==> config.mk <==
export PLATFORM = sky130hd
export DESIGN_NAME = sflash_cont_reader
export DESIGN_NICKNAME = d
export VERILOG_FILES = /design/src/rtl/sflash_rd_pkg.sv /design/src/rtl/sflash_rd_ctrl.sv /design/src/rtl/sflash_rd_dpath.sv /design/src/rtl/sflash_cont_reader.sv
export SDC_FILE = /design/constraint.sdc
export NUM_CORES = 1
export LEC_CHECK = 0
export BUFFER_PORTS_ARGS = -buffer_cell sky130_fd_sc_hd__buf_4
export CORE_MARGIN = 4
export CORE_UTILIZATION = 35
export CTS_CLUSTER_DIAMETER = 100
export DETAILED_ROUTE_END_ITERATION = 6
export HOLD_SLACK_MARGIN = 0.03
export SLEW_MARGIN = 0
export SYNTH_ARGS = -nofsm -noshare
export SYNTH_HDL_FRONTEND = slang
export SYNTH_SLANG_ARGS = --single-unit
==> constraint.sdc <==
create_clock -name clk -period 7.5 [get_ports clk]
set_clock_uncertainty 0.2 [all_clocks]
set_input_delay 1.875 -clock clk [delete_from_list [all_inputs] [get_ports clk]]
set_output_delay 1.875 -clock clk [all_outputs]
set_load 0.005 [all_outputs]
==> src/rtl/sflash_rd_pkg.sv <==
package sflash_rd_pkg;

  typedef enum logic [1:0] {
    ST_IDLE,
    ST_RUN,
    ST_GAP
  } state_t;

  typedef struct packed {
    logic load;
    logic rise;
    logic fall;
    logic shiftTx;
    logic sample;
    logic present;
    logic csRelease;
  } strobe_t;

  localparam logic [7:0] OP_FAST = 8'h0B;
  localparam logic [7:0] OP_SLOW = 8'h03;
  localparam int HDR_FAST = 40;
  localparam int HDR_SLOW = 32;
  localparam int FRAME_W = 40;

endpackage

==> src/rtl/sflash_rd_ctrl.sv <==
module sflash_rd_ctrl
  import sflash_rd_pkg::*;
#(
  parameter int FAST_HALF = 1,
  parameter int CNT_W = 16
) (
  input  logic             clk,
  input  logic             rstN,
  input  logic             startValid,
  input  logic [CNT_W-1:0] reqCount,
  input  logic             reqFast,
  input  logic             sckLvl,
  input  logic             outValid,
  output logic             startReady,
  output logic             done,
  output strobe_t          stb
);
  localparam int SLOW_HALF = 2 * FAST_HALF;
  localparam int DIV_W = $clog2(2 * SLOW_HALF + 1);

  state_t           state;
  logic             fastMode;
  logic [DIV_W-1:0] divCnt;
  logic [5:0]       preLeft;
  logic [2:0]       dataBit;
  logic [CNT_W-1:0] bytesLeft;
  logic [DIV_W-1:0] curHalf;
  logic [DIV_W-1:0] gapEnd;
  logic             inPre;
  logic             stall;
  logic             tick;

  assign curHalf = fastMode ? DIV_W'(FAST_HALF) : DIV_W'(SLOW_HALF);
  assign gapEnd = DIV_W'(2) * curHalf - DIV_W'(1);
  assign inPre = (preLeft != 6'd0);
  assign startReady = (state == ST_IDLE);

  // the byte-completing rising edge waits while the previous byte is unaccepted
  assign stall = (state == ST_RUN) && !sckLvl && !inPre && (dataBit == 3'd7) && outValid;
  assign tick = (state == ST_RUN) && !stall && (divCnt == curHalf - DIV_W'(1));

  always_comb begin
    stb = '0;
    if (state == ST_IDLE && startValid) stb.load = 1'b1;
    if (tick) begin
      if (!sckLvl) begin
        stb.rise = 1'b1;
        if (!inPre) begin
          stb.sample = 1'b1;
          if (dataBit == 3'd7) stb.present = 1'b1;
        end
      end else begin
        stb.fall = 1'b1;
        if (!inPre && bytesLeft == '0) stb.csRelease = 1'b1;
        else stb.shiftTx = 1'b1;
      end
    end
  end

  always_ff @(posedge clk or negedge rstN) begin
    if (!rstN) begin
      state     <= ST_IDLE;
      fastMode  <= 1'b1;
      divCnt    <= '0;
      preLeft   <= '0;
      dataBit   <= '0;
      bytesLeft <= '0;
      done      <= 1'b0;
    end else begin
      done <= 1'b0;
      unique case (state)
        ST_IDLE: begin
          if (startValid) begin
            fastMode  <= reqFast;
            preLeft   <= reqFast ? 6'(HDR_FAST) : 6'(HDR_SLOW);
            bytesLeft <= reqCount;
            dataBit   <= '0;
            divCnt    <= '0;
            state     <= ST_RUN;
          end
        end
        ST_RUN: begin
          if (!stall) divCnt <= tick ? '0 : divCnt + DIV_W'(1);
          if (stb.rise) begin
            if (inPre) preLeft <= preLeft - 6'd1;
            else dataBit <= dataBit + 3'd1;
          end
          if (stb.present) bytesLeft <= bytesLeft - CNT_W'(1);
          if (stb.csRelease) begin
            state  <= ST_GAP;
            divCnt <= '0;
          end
        end
        ST_GAP: begin
          if (divCnt < gapEnd) divCnt <= divCnt + DIV_W'(1);
          else if (!outValid) begin
            done  <= 1'b1;
            state <= ST_IDLE;
          end
        end
        default: state <= ST_IDLE;
      endcase
    end
  end
endmodule

==> src/rtl/sflash_rd_dpath.sv <==
module sflash_rd_dpath
  import sflash_rd_pkg::*;
#(
  parameter int PAGE_W = 12,
  parameter int OFF_W = 9
) (
  input  logic              clk,
  input  logic              rstN,
  input  strobe_t           stb,
  input  logic [PAGE_W-1:0] reqPage,
  input  logic [OFF_W-1:0]  reqOffset,
  input  logic              reqPage264,
  input  logic              reqFast,
  input  logic              miso,
  input  logic              outReady,
  output logic              csN,
  output logic              sck,
  output logic              mosi,
  output logic [7:0]        outData,
  output logic              outValid
);
  localparam int ADDR_W = 24;

  logic [FRAME_W-1:0] txShift;
  logic [7:0]         rxShift;
  logic [ADDR_W-1:0]  addrWide;
  logic [ADDR_W-1:0]  addrLin;
  logic [ADDR_W-1:0]  addrSel;

  // page field sits above the offset; the linear layout drops the top offset bit
  assign addrWide = (ADDR_W'(reqPage) << OFF_W) | ADDR_W'(reqOffset);
  assign addrLin = (ADDR_W'(reqPage) << (OFF_W - 1)) | ADDR_W'(reqOffset[OFF_W-2:0]);
  assign addrSel = reqPage264 ? addrWide : addrLin;
  assign mosi = txShift[FRAME_W-1];

  always_ff @(posedge clk or negedge rstN) begin
    if (!rstN) begin
      csN      <= 1'b1;
      sck      <= 1'b0;
      txShift  <= '0;
      rxShift  <= '0;
      outData  <= '0;
      outValid <= 1'b0;
    end else begin
      if (stb.load) begin
        txShift <= {(reqFast ? OP_FAST : OP_SLOW), addrSel, 8'h00};
        csN     <= 1'b0;
        sck     <= 1'b0;
      end
      if (stb.rise) sck <= 1'b1;
      if (stb.fall) sck <= 1'b0;
      if (stb.shiftTx) txShift <= txShift << 1;
      if (stb.csRelease) csN <= 1'b1;
      if (stb.sample) rxShift <= {rxShift[6:0], miso};
      if (stb.present) begin
        outData  <= {rxShift[6:0], miso};
        outValid <= 1'b1;
      end else if (outValid && outReady) begin
        outValid <= 1'b0;
      end
    end
  end
endmodule

==> src/rtl/sflash_cont_reader.sv <==
module sflash_cont_reader
  import sflash_rd_pkg::*;
#(
  parameter int FAST_HALF = 1,
  parameter int PAGE_W = 12,
  parameter int OFF_W = 9,
  parameter int CNT_W = 16
) (
  input  logic              clk,
  input  logic              rstN,
  input  logic              startValid,
  output logic              startReady,
  input  logic [PAGE_W-1:0] reqPage,
  input  logic [OFF_W-1:0]  reqOffset,
  input  logic [CNT_W-1:0]  reqCount,
  input  logic              reqPage264,
  input  logic              reqFast,
  output logic              csN,
  output logic              sck,
  output logic              mosi,
  input  logic              miso,
  output logic [7:0]        outData,
  output logic              outValid,
  input  logic              outReady,
  output logic              done
);
  strobe_t stb;

  sflash_rd_ctrl #(.FAST_HALF(FAST_HALF), .CNT_W(CNT_W)) u_ctrl (
    .clk(clk), .rstN(rstN), .startValid(startValid), .reqCount(reqCount),
    .reqFast(reqFast), .sckLvl(sck), .outValid(outValid),
    .startReady(startReady), .done(done), .stb(stb)
  );

  sflash_rd_dpath #(.PAGE_W(PAGE_W), .OFF_W(OFF_W)) u_dpath (
    .clk(clk), .rstN(rstN), .stb(stb), .reqPage(reqPage), .reqOffset(reqOffset),
    .reqPage264(reqPage264), .reqFast(reqFast), .miso(miso), .outReady(outReady),
    .csN(csN), .sck(sck), .mosi(mosi), .outData(outData), .outValid(outValid)
  );
endmodule

==> metrics.csv <==
stage;metric;value;unit
synth;netlist_area;0.00444;mm^2
synth;syn_avg_cell_area;9.31;um^2
cells_and_area;finalNetCount;577;
route;drc_errors;0;
clock_tree;holdBufCountCts;0;
cells_and_area;drive_gt1_share;19.6;%
synth;netlist.area_leader.share;45.1;%
synth;synth_seq_area_share;46.2;%
route;avgRoutedWirePerCell;14.9;um
timing;min_period;3.47;ns
route;vias;3686;
route;first_pass_iters;5;
synth;synth-xor-area-share;0.394;%
grt;grt_util_all_layers;15.0;%
timing;tns;0;ns
synth;yosysWarnings;0;
critical_path;crit_family;flip-flops;
critical_path;cp_max_fo;8;
synth;synthCells;477;
synth;syn-num-nets;533;
floorplanning;die_h;121;um
clock_tree;cts_setup_buffers;0;
critical_path;cp-end-kind;output port;
cells_and_area;regArea;0.00205;mm^2
critical_path;start_kind;flip-flop;
clock_tree;cts_buffers;9;
route;drt.antenna.violating_nets;0;
power_and_ir_drop;ir_worst_vdd;0.148;mV
synth;synthSimpleGateAreaFrac;19.9;%
critical_path;crit_buf_inv;2;
min_path;hp-start;u_dpath.outData[7];
synth;synthMuxAreaShare;6.98;%
placed_design;place.gp.congestion;0.813;
floorplanning;row_count;40;
grt;gr-total-overflow;0;
clock_tree;root_buffer;clkbuf_16;
placed_design;post-dp-hpwl;7110;um
grt;grt_pass1_vias;3683;
clock_tree;clock_sinks;82;
cells_and_area;area_delta_synth_final;18.7;%
synth;synth_top_family_by_area;simple AND/OR/NAND/NOR gates;
critical_path;cp_data_arrival_time;1.40;ns
route;drt-total-wl;10400;um
timing;worst_pin_slew;1.21;ns
cells_and_area;fill_cells;1251;
grt;grt_antenna_before_repair;0;
timing;fmaxAchievable;0.288;GHz
grt;grt_pass1_wl;17800;um
route;vias_per_cell;5.31;
synth;synth_edf_count;0;
synth;netlist_top_cells_count;nand2_1 (82), dfrtp_1 (80), o21ai_0 (46);
cells_and_area;diodes;0;
floorplanning;initial_core_util;36.4;%
critical_path;slowest_delay;0.40;ns
critical_path;rr_worst_depth;8;
min_path;hold_depth;2;
floorplanning;die-area;0.0146;mm^2
power_and_ir_drop;power_leakage;2.32;nW
timing;slew-limit-headroom;19.4;%
clock_tree;clk_path_buf_depth;2;
synth;synth_area_leaders;dfrtp_1 (45%), nand2_1 (6.9%), o21ai_0 (5.2%);
placed_design;port_buffers;57;
status;status;finished clean;
floorplanning;die_w;121;um
synth;synth_seq_cells;82;
min_path;min_path_type;reg2reg;
critical_path;crit_path_cell_trace;inv_1 -> ha_1 -> buf_4;
floorplanning;io_pins;58;
timing;final-max-slew-violation-count;0;
placed_design;dp_slack;3.80;ns
synth;yosysMostFrequentCell;nand2_1;
synth;synthArstFlopShare;100;%
critical_path;r2r_start;u_ctrl.state[1];
grt;grt_max_degree;83;
synth;yosysTopAreaCell;dfrtp_1;
timing;setup_viol;0;
placed_design;dp.cells;678;
synth;synthAdderAreaFrac;3.38;%
critical_path;r2r_slack;4.15;ns
timing;period_share;46.3;%
clock_tree;cts_tree;yes;
timing;rsz0062_at_grt;no;
timing;layout_setup_ws;4.03;ns
cells_and_area;instances_no_fill;694;
min_path;hold_end;u_dpath.outData[7];
critical_path;crit_type;reg2out;
critical_path;required;5.43;ns
floorplanning;core_area;0.0122;mm^2
clock_tree;htree_levels;3;
timing;hold_violations;0;
clock_tree;insertion_delay;0.34;ns
synth;synth-compound-area-share;19.6;%
critical_path;r2r-end;u_ctrl.bytesLeft[15];
synth;ys_types;68;
clock_tree;clk_pin_slew;0.06;ns
cells_and_area;multiInputGateArea;0.00224;mm^2
power_and_ir_drop;p_per_area;344;mW/mm^2
synth;synthFlopType;dfrtp_1;
clock_tree;cts_resized;0;
job;drv_cap;0;
critical_path;worst_path_max_delay_cell;dfrtp_1;
route;drt_iter0_markers;310;
[area by class of cell]
cell class / count / area share [%]
inverters: 12 / 0.854
clock inverters: 5 / 0.569
multi-input cells: 356 / 42.5
well taps: 168 / 3.99
repair buffers: 60 / 8.54
clock buffers: 11 / 4.60
flip-flops and latches: 82 / 39.0
[cell families (layout without fill, tap and decap cells)]
group / Yosys count / in the layout
multiplexers: 30 / 30
AO/OA/AOI/OAI: 130 / 130
XOR/XNOR: 2 / 2
flip-flops: 82 / 82
AND/OR/NAND/NOR: 182 / 182
buffers and inverters: 39 / 88
adder cells (fa/ha/maj): 12 / 12
[power breakdown]
part           switching [mW]  leakage (nW)  internal (mW)  total, mW
combinational           0.410          1.16          0.291      0.701
sequential              0.125          1.03          0.586      0.711
clock                   0.173         0.131          0.231      0.405
total                   0.708          2.32           1.11       1.82
[metal layers]
metal | vias to the layer above | GRT usage [%] | routed length, um | share of wire, %
met5 | - | 0 | 0 | 0
met4 | 0 | 4.67 | 166 | 1.6
met3 | 17 | 4.16 | 617 | 5.9
met2 | 91 | 23.6 | 4780 | 46
met1 | 1771 | 20.0 | 4810 | 46
li1 | 1807 | - | - | -
[registers in the layout (all words and copies together), names as in the netlist]
signal            flops
u_dpath.outData       8
u_dpath.rxShift       7
u_dpath.txShift      32
u_ctrl.done           1
u_ctrl.preLeft        6
u_ctrl.state          2
u_dpath.csN           1
u_ctrl.dataBit        3
u_ctrl.bytesLeft     16
u_ctrl.divCnt         3
u_dpath.outValid      1
u_dpath.sck           1
u_ctrl.fastMode       1
[placed cells by master, fill, tap and decap left out, types with 9 or more instances in the layout]
cell,count
nor2_1,36
nand2_1,82
nand3_1,9
a21oi_1,24
o21ai_0,46
clkbuf_16,9
ha_1,12
mux2i_1,22
inv_1,11
dfrtp_1,80
buf_4,60
nor3_1,11
[worst register-to-register path, cell delays in order, from the launching register on]
cell and delay (ns):
dfrtp_1 0.39, inv_1 0.11, ha_1 0.15, buf_4 0.42, or4b_1 0.58, nor2_1 0.31, and3_1 0.56, o21ai_2 0.25
o22a_1 0.27
[worst max-delay path by stage]
stage	from	depth (start not counted)	endpoint	slack [ns]
detailed placement	startValid	5	u_ctrl.bytesLeft[0]	3.80
finish	u_ctrl.state[0]	3	startReady	4.03
CTS	u_ctrl.state[1]	3	startReady	4.02
global route	u_ctrl.state[1]	8	u_ctrl.bytesLeft[15]	3.89
floorplan	reqPage264	6	u_dpath.txShift[23]	4.21
global placement	startValid	6	u_ctrl.divCnt[2]	3.85
[stage by stage]
| stage | utilization [%] | power, mW | area, um^2 | hold WS (ns) |
|---|---|---|---|---|
| 2_1_floorplan | - | 1.24 | 4440 | 0.240 |
| 5_1_grt | 43.2 | 1.97 | 5270 | 0.298 |
| 4_1_cts | 43.2 | 1.83 | 5270 | 0.274 |
| 6_report | 43.2 | 1.82 | 5270 | 0.265 |
| 3_5_place_dp | 41.0 | 1.42 | 5000 | 0.262 |
| 3_3_place_gp | 41.0 | 1.39 | 5000 | 0.252 |
(Power assumes the default switching activity.)
